**src/rtl/adc_seq_pkg.sv**
```systemverilog
package adc_seq_pkg;

   localparam int unsigned STAT_W       = 16;
   localparam int unsigned ST_IDLE      = 0;
   localparam int unsigned ST_ACTIVE    = 2;
   localparam int unsigned ST_FIFO_OF   = 4;
   localparam int unsigned ST_CONV_ERR  = 5;
   localparam int unsigned ST_FRAME_ERR = 6;

   typedef enum logic [1:0] {
      SEQ_IDLE = 2'd0,
      SEQ_RUN  = 2'd1,
      SEQ_HALT = 2'd2
   } seq_state_t;

   typedef struct packed {
      logic frame;
      logic conv;
      logic fifo;
   } seq_err_t;

endpackage

```
**src/rtl/adc_seq_count.sv**
```systemverilog
// Issued / stored conversion counters for one run.
module adc_seq_count #(
   parameter int unsigned CNT_W = 8
) (
   input  logic             clk,
   input  logic             rst_n,
   input  logic             clr_i,
   input  logic             issue_i,
   input  logic             store_i,
   input  logic [CNT_W-1:0] total_i,
   output logic             all_issued_o,
   output logic             last_store_o,
   output logic             pending_o
);
   localparam int unsigned EXT_W = CNT_W + 1;

   logic [CNT_W-1:0] issued_q, stored_q, eff_total;

   // a programmed total of zero behaves as one conversion
   assign eff_total = (total_i == '0) ? CNT_W'(1) : total_i;

   always_ff @(posedge clk) begin
      if (!rst_n || clr_i) begin
         issued_q <= '0;
         stored_q <= '0;
      end else begin
         if (issue_i) issued_q <= issued_q + 1'b1;
         if (store_i) stored_q <= stored_q + 1'b1;
      end
   end

   assign all_issued_o = (issued_q == eff_total);
   assign last_store_o = (({1'b0, stored_q} + EXT_W'(1)) == {1'b0, eff_total});
   assign pending_o    = (issued_q != stored_q);

endmodule

```
**src/rtl/adc_seq_err.sv**
```systemverilog
// Sticky fault flags, cleared only while the unit is disabled.
module adc_seq_err
   import adc_seq_pkg::*;
(
   input  logic     clk,
   input  logic     rst_n,
   input  logic     clr_i,
   input  seq_err_t set_i,
   output seq_err_t flag_o
);
   always_ff @(posedge clk) begin
      if (!rst_n || clr_i) flag_o <= '0;
      else                 flag_o <= flag_o | set_i;
   end
endmodule

```
**src/rtl/adc_seq_ctrl.sv**
```systemverilog
module adc_seq_ctrl
   import adc_seq_pkg::*;
#(
   parameter int unsigned CNT_W     = 8,
   parameter int unsigned DATA_W    = 16,
   parameter bit          TRIG_EDGE = 1'b1
) (
   input  logic              clk,
   input  logic              rst_n,
   input  logic              enable_i,
   input  logic              frame_mode_i,
   input  logic              sw_start_i,
   input  logic              frame_trig_i,
   input  logic [CNT_W-1:0]  conv_total_i,
   input  logic              conv_req_i,
   input  logic              adc_busy_i,
   input  logic [DATA_W-1:0] adc_data_i,
   input  logic              fifo_full_i,
   output logic              conv_pulse_o,
   output logic              fifo_wr_o,
   output logic [DATA_W-1:0] fifo_data_o,
   output logic [STAT_W-1:0] status_o
);

   if (CNT_W < 1 || DATA_W < 1) begin : g_bad_cfg
      $error("adc_seq_ctrl: CNT_W and DATA_W must be at least 1");
   end

   seq_state_t state_q, state_d;
   seq_err_t   err_set, err_flag;
   logic       trig_evt, start_evt, run, busy_q, busy_fall;
   logic       occupied, any_set, issue, store, cnt_clr;
   logic       all_issued, last_store, pend;

   // frame trigger: edge detect or pre-formed pulse
   if (TRIG_EDGE) begin : g_trig_edge
      logic trig_q;
      always_ff @(posedge clk) begin
         if (!rst_n) trig_q <= 1'b0;
         else        trig_q <= frame_trig_i;
      end
      assign trig_evt = frame_trig_i & ~trig_q;
   end else begin : g_trig_pulse
      assign trig_evt = frame_trig_i;
   end

   always_ff @(posedge clk) begin
      if (!rst_n) busy_q <= 1'b0;
      else        busy_q <= adc_busy_i;
   end
   assign busy_fall = busy_q & ~adc_busy_i;

   assign run       = (state_q == SEQ_RUN) & enable_i;
   assign start_evt = frame_mode_i ? trig_evt : sw_start_i;
   // converters are free when busy is low and every issued result is stored
   // (a result stored in this very cycle counts as free)
   assign occupied  = adc_busy_i | (pend & ~busy_fall);

   assign err_set.frame = run & frame_mode_i & trig_evt;
   assign err_set.conv  = run & conv_req_i & occupied;
   assign err_set.fifo  = run & busy_fall & pend & fifo_full_i;
   assign any_set       = |err_set;

   assign issue   = run & conv_req_i & ~occupied & ~all_issued & ~any_set;
   assign store   = run & busy_fall & pend & ~fifo_full_i & ~any_set;
   assign cnt_clr = ~enable_i | ((state_q == SEQ_IDLE) & start_evt);

   adc_seq_count #(.CNT_W(CNT_W)) u_count (
      .clk          (clk),
      .rst_n        (rst_n),
      .clr_i        (cnt_clr),
      .issue_i      (issue),
      .store_i      (store),
      .total_i      (conv_total_i),
      .all_issued_o (all_issued),
      .last_store_o (last_store),
      .pending_o    (pend)
   );

   adc_seq_err u_err (
      .clk    (clk),
      .rst_n  (rst_n),
      .clr_i  (~enable_i),
      .set_i  (err_set),
      .flag_o (err_flag)
   );

   always_comb begin
      state_d = state_q;
      if (!enable_i) begin
         state_d = SEQ_IDLE;
      end else begin
         unique case (state_q)
            SEQ_IDLE: if (start_evt) state_d = SEQ_RUN;
            SEQ_RUN: begin
               if (any_set)                 state_d = SEQ_HALT;
               else if (store && last_store) state_d = SEQ_IDLE;
            end
            SEQ_HALT: state_d = SEQ_HALT;
            default:  state_d = SEQ_IDLE;
         endcase
      end
   end

   always_ff @(posedge clk) begin
      if (!rst_n) begin
         state_q      <= SEQ_IDLE;
         conv_pulse_o <= 1'b0;
         fifo_wr_o    <= 1'b0;
         fifo_data_o  <= '0;
      end else begin
         state_q      <= state_d;
         conv_pulse_o <= issue;
         fifo_wr_o    <= store;
         if (store) fifo_data_o <= adc_data_i;
      end
   end

   always_comb begin
      status_o               = '0;
      status_o[ST_IDLE]      = (state_q == SEQ_IDLE);
      status_o[ST_ACTIVE]    = (state_q == SEQ_RUN);
      status_o[ST_FIFO_OF]   = err_flag.fifo;
      status_o[ST_CONV_ERR]  = err_flag.conv;
      status_o[ST_FRAME_ERR] = err_flag.frame;
   end

endmodule

```
**config.mk**
```make
export PLATFORM = sky130hd
export DESIGN_NAME = adc_seq_ctrl
export DESIGN_NICKNAME = d
export VERILOG_FILES = /design/src/rtl/adc_seq_pkg.sv /design/src/rtl/adc_seq_count.sv /design/src/rtl/adc_seq_err.sv /design/src/rtl/adc_seq_ctrl.sv
export SDC_FILE = /design/constraint.sdc
export NUM_CORES = 1
export LEC_CHECK = 0
export ABC_AREA = 1
export ABC_CLOCK_PERIOD_IN_PS = 4800
export BUFFER_PORTS_ARGS = -buffer_cell sky130_fd_sc_hd__buf_4
export CAP_MARGIN = 20
export CORE_MARGIN = 4
export CORE_UTILIZATION = 40
export CTS_CLUSTER_DIAMETER = 120
export DETAILED_ROUTE_END_ITERATION = 10
export SYNTH_ARGS = -nofsm -noshare
export SYNTH_HDL_FRONTEND = slang
export SYNTH_SLANG_ARGS = --single-unit
```
**constraint.sdc**
```tcl
create_clock -name clk -period 4.8 [get_ports clk]
set_clock_uncertainty 0.15 [all_clocks]
set_input_delay 0.48 -clock clk [delete_from_list [all_inputs] [get_ports clk]]
set_output_delay 0.48 -clock clk [all_outputs]
set_load 0.01 [all_outputs]
```
* Yosys cells after proc, flatten, opt, wreduce, memory -nomap -nowiden
Cells that the tools add are included.
Storage, ports and cells: register bits 41
Cells by class: equality and inequality tests 7, multiplexer cells 6, bitwise operators 28, reductions and logical operators 9, add/sub/neg operators 3
Operators by type and width (count):
- $and 1x1->1 | 17
- $add 8x1->8 const B | 2
- $add 8x1->9 const B | 1
- $eq 9x8->1 | 1
- $eq 8x8->1 | 1
- $logic_not 8->1 | 1
- $mux 8 | 1
- $ne 8x8->1 | 1
- $not 1->1 | 8
- $mux 2 | 3
- $pmux 2 s3 | 1
- $reduce_and 2->1 | 2
- $ne 3x1->1 const B | 1
- $or 3x3->3 | 1
- $reduce_or 3->1 | 1
- $eq 2x1->1 const B | 1
- $eq 2x2->1 const B | 1
- $logic_not 2->1 | 1
- $logic_or 1x1->1 | 2
- $ne 2x1->1 const B | 1
- $or 1x1->1 | 2
- $logic_and 1x1->1 | 1
- $logic_not 1->1 | 1
- $mux 1 | 1

* Logic depth before layout (Yosys ltp)
Gate-level depths: netlist of run 1.
depth after elaboration 13, gate-level depth with buffers 14, mapped depth without buffers 13

* Modules after synthesis
Synthesis of run 1 repeated with hierarchy kept, for this count alone.
Second synthesis, totals: cells, all modules 352, area, all modules 2342.2 um^2
Modules (own cells, without submodules):
- adc_seq_count | area an instance 1216.2 um^2, instances 1, cells each 204
- adc_seq_ctrl | area an instance 1033.5 um^2, instances 1, cells each 137
- adc_seq_err | area an instance 92.6 um^2, instances 1, cells each 11

* Worst setup path before layout of run 1
Ideal clock, no wire load.
path kind register to register, start register u_count.issued_q[3], end register u_count.issued_q[2], setup time 0.115 ns, buffers on the path 1, period minus slack after synthesis 1.702 ns, cell stages (with the launch flop) 12, data arrival time 1.437 ns, path slack 3.098 ns, path through dfxtp_1 buf_6 xnor2_1 nand2_1 nor2_2 nand2_2 nand2_2 nand3_2 nor3_4 nand3_1 nand2_1 nor2_1
On the way: cells in the longest elaborated chain, start to end 7, elaborated cells between the ends (all ways) 14, those cells by class 2 x eq/ne; 11 x bitwise; 1 x reduce/logical
Ends and longest elaborated chain:
- start, declared | RTL line adc_seq_count.sv:17 | logic [CNT_W-1:0] issued_q, stored_q, eff_total;
- start signal, assigned | RTL line adc_seq_count.sv:27 | if (issue_i) issued_q <= issued_q + 1'b1;
- $ne 8x8->1 | RTL line adc_seq_count.sv:34 | assign pending_o = (issued_q != stored_q);
- $and 1x1->1 | RTL line adc_seq_ctrl.sv:57 | assign occupied = adc_busy_i | (pend & ~busy_fall);
- $or 1x1->1 | RTL line adc_seq_ctrl.sv:57
- $and 1x1->1 / $not 1->1 (equally long branches) | RTL line adc_seq_ctrl.sv:60, adc_seq_ctrl.sv:64
- $reduce_or 3->1 / $and 1x1->1 (equally long branches) | RTL line adc_seq_ctrl.sv:62, adc_seq_ctrl.sv:64
- $not 1->1 / $and 1x1->1 (equally long branches) | RTL line adc_seq_ctrl.sv:64 | assign issue = run & conv_req_i & ~occupied & ~all_issued & ~any_set;
- $and 1x1->1 * | RTL line adc_seq_ctrl.sv:64
Mark *: on every way between the ends. The rest lies on a longest branch, timed or not. A chain may end at the register's enable or synchronous reset.

* Worst setup path in the final report of run 1
start register u_count.issued_q[6], end register u_count.stored_q[2]
On the way: cells in the longest elaborated chain, start to end 7, elaborated cells between the ends (all ways) 10, those cells by class 1 x eq/ne; 8 x bitwise; 1 x reduce/logical
Ends and longest elaborated chain:
- $ne 8x8->1 * | RTL line adc_seq_count.sv:34
- $and 1x1->1 | RTL line adc_seq_ctrl.sv:57
- $or 1x1->1 | RTL line adc_seq_ctrl.sv:57
- $and 1x1->1 | RTL line adc_seq_ctrl.sv:60 | assign err_set.conv = run & conv_req_i & occupied;
- $reduce_or 3->1 | RTL line adc_seq_ctrl.sv:62 | assign any_set = |err_set;
- $not 1->1 | RTL line adc_seq_ctrl.sv:65 | assign store = run & busy_fall & pend & ~fifo_full_i & ~any_set;
- $and 1x1->1 * | RTL line adc_seq_ctrl.sv:65
- end signal, assigned | RTL line adc_seq_count.sv:28 | if (store_i) stored_q <= stored_q + 1'b1;
- end, declared | RTL line adc_seq_count.sv:17
Marked as above.

==> out/metrics.cfg, run 1 <==
[status]
status=finished, final reports clean

[route]
first_iter_violations=82
wl_per_cell_um=12.3
vias=2235
drt.antenna.violating_nets=0
finalWirelength_mm=5.72
via_per_inst=4.79
firstDrtPassIters=4
drc=0

[setup_path]
path_delay_family=simple AND/OR/NAND/NOR gates
cpPeakStageDelay_ps=430
ff2ff_setup_slack_ps=2490
crit_path_cell_trace=inv_1 > nand2_1 > nand2_1 > nand2_1 > nor2_2 > nand2_2 > nand2_2 > nor2_8 > nand3_4 > or2_0 > a21oi_1
critPathLaunchType=flop
r2r-end=u_count.stored_q[2]
r2r-start=u_count.issued_q[6]
cp_max_fo=34
worstSetupPathType=flop to flop
cp_num_buf_inv=1
crit_top_cell=nand2_1
crit_path_start=u_count.issued_q[6]
critical_path.slowest_cell=dfxtp_1
r2r_cells=11
cp_data_required_time_ps=4870
cp-end-kind=flop
cp.arrival_ps=2390

[die]
die_h_um=86.8
start_util_pct=41.7
floorplan.die_area_mm2=0.00753
core_area_mm2=0.00596
io_pins=67
rows=28
die_w_um=86.8

[timing]
tns_ps=0
rsz0062_at_grt=false
finalSetupViolCount=0
fmax_ghz=0.432
hold_viol_final=0
hold_ws_ps=222
fin_crit_ps=2310
fin_crit_sh_pct=48.2
drv_slew=0
max_slew_margin_pct=49.8
tightest_slew_ps=750

[finish]
final_cell_mix=nand2_1, buf_4, dfxtp_1, inv_1
syn_to_final_growth_pct=18.9
antenna_cells=0
layout_commonest_cell=nand2_1
fill_cells=610
num-nets-final=426
layout-drive-gt1-share_pct=26.3

[hold_path]
hp-class=input pin to flop
worstHoldEndpoint=g_trig_edge.trig_q
min_from=frame_trig_i
hold_depth=3

[global_route]
antenna_found_initial=0
gr-total-overflow=0
grt_pass1_wl_mm=9.53
grt_max_degree=35
grt_use_total_pct=15.9
grt_pass1_vias=2096

[cts]
h-tree-depth=2
cts_buffer_depth=2
cts_buffers=5
cts_num_sinks=41
cts.repair.resized=0
postCtsSetupRepairBufs=0
clock_latency_ps=290
cts_tree=built
path_clk_slew_ps=80
cts_root_buf=clkbuf_8
holdBufCountCts=0

[run]
maxCapViolCount=0

[synth]
syn_area_per_cell_um2=7.32
yosys_warnings=0
synth_top_area_share_pct=33.1
synth_cell_types=35
synth_area_leaders=dfxtp_1, nand2_1, a21oi_1, inv_1, nand3_1
yosysTopAreaCell=dfxtp_1
synth-seq-area-share_pct=33.1
syn_inst=339
synth_area_mm2=0.00248
yosys_register_bits=41

[pwr]
p_clk_share_pct=38.1
peakVddDrop_mv=0.133
swShare_pct=23.6
power_switching_w=0.000154
total_leakage_power_nw=1.28
seqPwrFrac_pct=52.3
p_int_w=0.000500
p_per_area_mw_per_mm2=222
combPwrFrac_pct=9.7

[placement]
io_buffers=55
dp_hpwl_mm=4.40
gp_congestion=0.872

## Yosys cell counts, drive strengths merged
cell	instances
nand3b	1
clkinv	1
conb	1
nor3	3
buf	17
nand3	37
ha	2
a21oi	36
xnor2	12
nand4	5
xnor3	1
inv	41
nor2	32
nand2	88
clkbuf	3
o21ai	10
or2	2
xor2	6
dfxtp	41
## registers in the layout, summed over array words and instances, names as in the netlist
name	count
state_q	2
u_count.issued_q	8
u_count.stored_q	8
u_err.flag_o	3
fifo_data_o	16
g_trig_edge.trig_q	1
conv_pulse_o	1
busy_q	1
fifo_wr_o	1
## worst min-delay path, delay by kind of cell
kind / cells / cell delay [ps]
buffers and inverters: 2 / 120
AND/OR/NAND/NOR: 1 / 40
## area by class of cell
cell class              instances  area [µm²]  share of cell area (%)
clock buffers                   7        96.3                    3.26
multi-input cells             246        1360                    46.1
well taps                      75        93.8                    3.18
repair buffers                 55         413                    14.0
inverters                      42         163                    5.51
clock inverters                 1        5.00                   0.170
flip-flops and latches         41         821                    27.8
## how the worst max path moves through the flow
stage / cells after the start / slack [ps] / to
after global routing: 11 / 2240 / state_q[0]
after floorplan: 11 / 3100 / u_count.issued_q[2]
after global placement: 11 / 2490 / u_count.stored_q[2]
after CTS: 11 / 2430 / u_count.stored_q[2]
after detailed placement: 11 / 2460 / state_q[0]
final: 11 / 2490 / u_count.stored_q[2]
## per-layer routing
layer	GRT usage (%)	wire length, µm	vias up
met1	20.7	2560	998
li1	-	-	1156
met5	0	0	-
met2	25.3	2660	72
met4	6.09	104	0
met3	3.99	397	9
## metrics by stage
step,total power [W],setup slack [ps],area (µm²),utilization (%),instances
after floorplan,0.000388,3100,2520,-,349
after global placement,0.000414,2490,2850,47.9,459
after detailed placement,0.000414,2460,2850,47.9,459
after CTS,0.000665,2430,2950,49.6,467
after global routing,0.000690,2240,2950,49.6,467
final,0.000655,2490,2950,49.6,467
## power by group through the flow
stage	clock network (W)	registers (W)	logic (W)
global route	0.000277	0.000342	0.0000704
global placement	0	0.000350	0.0000634
floorplan	0	0.000350	0.0000379
detailed placement	0	0.000350	0.0000632
CTS	0.000259	0.000342	0.0000636
finish	0.000249	0.000342	0.0000633
## cells by family (layout without fill, tap and decap cells)
kind of cell | Yosys count | in the layout | synth area share, %
adders and majority gates | 2 | 2 | 1.01
other | 1 | 11 | 0.151
and+or+nand+nor | 168 | 168 | 34.4
DFF | 41 | 41 | 33.1
buffers and inverters | 62 | 105 | 13.7
AOI/OAI and AO/OA | 46 | 46 | 10.5
xor gates and xnor gates | 19 | 19 | 7.26
Note: power is estimated with default switching activity, not from simulation.
==> inputs of run 2 (changes only) <==
--- a/config.mk
+++ b/config.mk
@@ -6,7 +6,7 @@
 export NUM_CORES = 1
 export LEC_CHECK = 0
 export ABC_AREA = 1
-export ABC_CLOCK_PERIOD_IN_PS = 4800
+export ABC_CLOCK_PERIOD_IN_PS = 2300
 export BUFFER_PORTS_ARGS = -buffer_cell sky130_fd_sc_hd__buf_4
 export CAP_MARGIN = 20
 export CORE_MARGIN = 4
==> constraint.sdc (replaced) <==
create_clock -name clk -period 2.3 [get_ports clk]
set_clock_uncertainty 0.15 [all_clocks]
set_input_delay 0.23 -clock clk [delete_from_list [all_inputs] [get_ports clk]]
set_output_delay 0.23 -clock clk [all_outputs]
set_load 0.01 [all_outputs]
==> run 2 against run 1 <==
Against the previous run: hold slack worse by 210 ps; core utilization is 0.76 points higher; non-clock buffer count is 6 higher; first-iteration DRC count is 35% higher; global-route usage hardly changed; sequential share of layout area is 0.42 points lower; critical endpoint is now fifo_data_o[15].
==> out/metrics.cfg, run 2 (synthesis results as in run 1) <==
[route]
finalWirelength_mm=5.84  ; +2.0%
firstDrtPassIters=4  ; unchanged
drc=0  ; unchanged
first_iter_violations=111  ; +35%
drt.antenna.violating_nets=0  ; unchanged
wl_per_cell_um=12.3  ; +0.73%
vias=2195  ; -1.8%
via_per_inst=4.64  ; -3.0%

[timing]
rsz0062_at_grt=false
fmax_ghz=0.488  ; +13%
tightest_slew_ps=593  ; -158 ps
drv_slew=0  ; unchanged
tns_ps=0  ; unchanged
hold_viol_final=0  ; unchanged
layout_setup_ws_ps=251  ; -2240 ps
max_slew_margin_pct=60.2  ; +10 points
fin_crit_sh_pct=89.1  ; +41 points
fin_crit_ps=2050  ; -264 ps
finalSetupViolCount=0  ; unchanged

[global_route]
gr-total-overflow=0  ; unchanged
grt_pass1_vias=2089  ; -0.33%
grt_max_degree=19  ; -46%
grt_pass1_wl_mm=9.57  ; +0.44%
antenna_found_initial=0  ; unchanged
grt_use_total_pct=15.9  ; +0.036 points

[pwr]
power_switching_w=0.000330  ; +110%
seqPwrFrac_pct=52.9  ; +0.6 points
total_leakage_power_nw=1.30  ; +2.0%
swShare_pct=24.4  ; +0.85 points
peakVddDrop_mv=0.314  ; +140%
p_clk_share_pct=37.0  ; -1.1 points
combPwrFrac_pct=10.1  ; +0.4 points
p_per_area_mw_per_mm2=450  ; +100%
p_int_w=0.00102  ; +100%

[setup_path]
path_delay_family=simple AND/OR/NAND/NOR gates
cp-end-kind=flop
crit_path_cell_trace=inv_2 > nand2_1 > nand2_1 > nand2_1 > nor2_2 > nand2_2 > nand2_2 > nand2_1 > nand2_2 > nand3_4 > buf_4 > nand2_1 > a21oi_2
cp.arrival_ps=2110  ; -280 ps
r2r-start=u_count.stored_q[5]
crit_path_start=u_count.stored_q[5]
critical_path.slowest_cell=dfxtp_1
cp_max_fo=18  ; -47%
crit_top_cell=nand2_1
cpPeakStageDelay_ps=450  ; +20 ps
cp_data_required_time_ps=2370  ; -2500 ps
cp_num_buf_inv=2  ; +1
worstSetupPathDepth=13  ; +2
r2r_cells=13  ; +2
worstSetupPathType=flop to flop
critPathLaunchType=flop

[placement]
dpl_worst_slack_ps=277  ; -2180 ps
io_buffers=55  ; unchanged
gp_congestion=0.845  ; -3.1%
dp_hpwl_mm=4.46  ; +1.3%

[finish]
num-nets-final=432  ; +1.4%
regArea_um2=821  ; unchanged
layout-drive-gt1-share_pct=26.9  ; +0.61 points
multi_input_area_mm2=0.00136  ; unchanged
largest_reg_flops=16  ; unchanged
antenna_cells=0  ; unchanged
regMostFlops=fifo_data_o
fill_cells=610  ; unchanged
final_cell_mix=nand2_1, buf_4, dfxtp_1, inv_1
reg_top3=fifo_data_o (16), u_count.issued_q (8), u_count.stored_q (8)
syn_to_final_growth_pct=20.7
layout_commonest_cell=nand2_1

[die]
floorplan.die_area_mm2=0.00753  ; unchanged
die_w_um=86.8  ; unchanged
io_pins=67  ; unchanged
start_util_pct=41.7  ; unchanged
rows=28  ; unchanged
die_h_um=86.8  ; unchanged
core_area_mm2=0.00596  ; unchanged

[cts]
cts_num_sinks=41  ; unchanged
h-tree-depth=2  ; unchanged
clock_latency_ps=290  ; about the same
cts.repair.resized=0  ; unchanged
cts_root_buf=clkbuf_8
cts_buffer_depth=2  ; unchanged
cts_buffers=5  ; unchanged
path_clk_slew_ps=80  ; about the same
cts_tree=built
postCtsSetupRepairBufs=0  ; unchanged

[hold_path]
hp-class=input pin to flop
min_from=adc_busy_i
hold_depth=3  ; unchanged

[status]
status=finished, final reports clean

[run]
maxCapViolCount=0  ; unchanged

==> run 2: changes by cell type in the layout (fill, tap and decap cells not counted) <==
cell           change
buf_4              +4
clkinv_4           +1
clkbuf_8           -1
dlygate4sd3_1      +2
==> run 2: worst min-delay path, stage by stage <==
cell	delay, ps
buf_4	110
nand2_1	50
inv_1	40
==> run 2: path summary, 6_finish.rpt <==
kind / endpoint / slack [ps]
worst min-delay path: busy_q / 10
worst max-delay path: fifo_data_o[15] / 250
worst max register to register: fifo_data_o[15] / 250
worst min register to register: u_err.flag_o[2] / 310
==> run 2: timing repair <==
item | in CTS | in global routing
hold buffers | 2 | 0
endpoints found under the hold margin | 2 | 0
setup endpoints to repair | 0 | 0
==> run 2: layer usage <==
layer  track usage, %  up-vias  routed length [µm]  share of wire (%)
met5                0        -                   0                  0
met4             5.81        0                  79                1.4
met3             3.99        8                 316                5.4
met2             24.8       56                2650                 45
met1             21.3      960                2800                 48
li1                 -     1171                   -                  -
==> run 2: power groups by stage <==
stage          clock network, W  registers, W  logic [W]
4_1_cts                0.000522      0.000714   0.000137
5_1_grt                0.000548      0.000715   0.000150
2_1_floorplan                 0      0.000731  0.0000791
6_report               0.000499      0.000714   0.000136
3_3_place_gp                  0      0.000731   0.000134
3_5_place_dp                  0      0.000731   0.000134
==> run 2: layout make-up <==
type | instances | area share, %
multi-input cells | 246 | 45.4
clock buffers | 6 | 2.76
inverters | 42 | 5.43
repair buffers | 61 | 15.4
well taps | 75 | 3.13
clock inverters | 2 | 0.459
flip-flops and latches | 41 | 27.4
==> run 2: per-stage QoR <==
step / total power (W) / hold WS [ps] / utilization, % / area [µm²] / cells
after floorplan: 0.000810 / 173 / - / 2520 / 349
after global placement: 0.000865 / 269 / 48.4 / 2880 / 463
after detailed placement: 0.000865 / 280 / 48.4 / 2880 / 463
after CTS: 0.00137 / 1.46 / 50.3 / 3000 / 473
after global routing: 0.00141 / 29.5 / 50.3 / 3000 / 473
final: 0.00135 / 10.4 / 50.3 / 3000 / 473
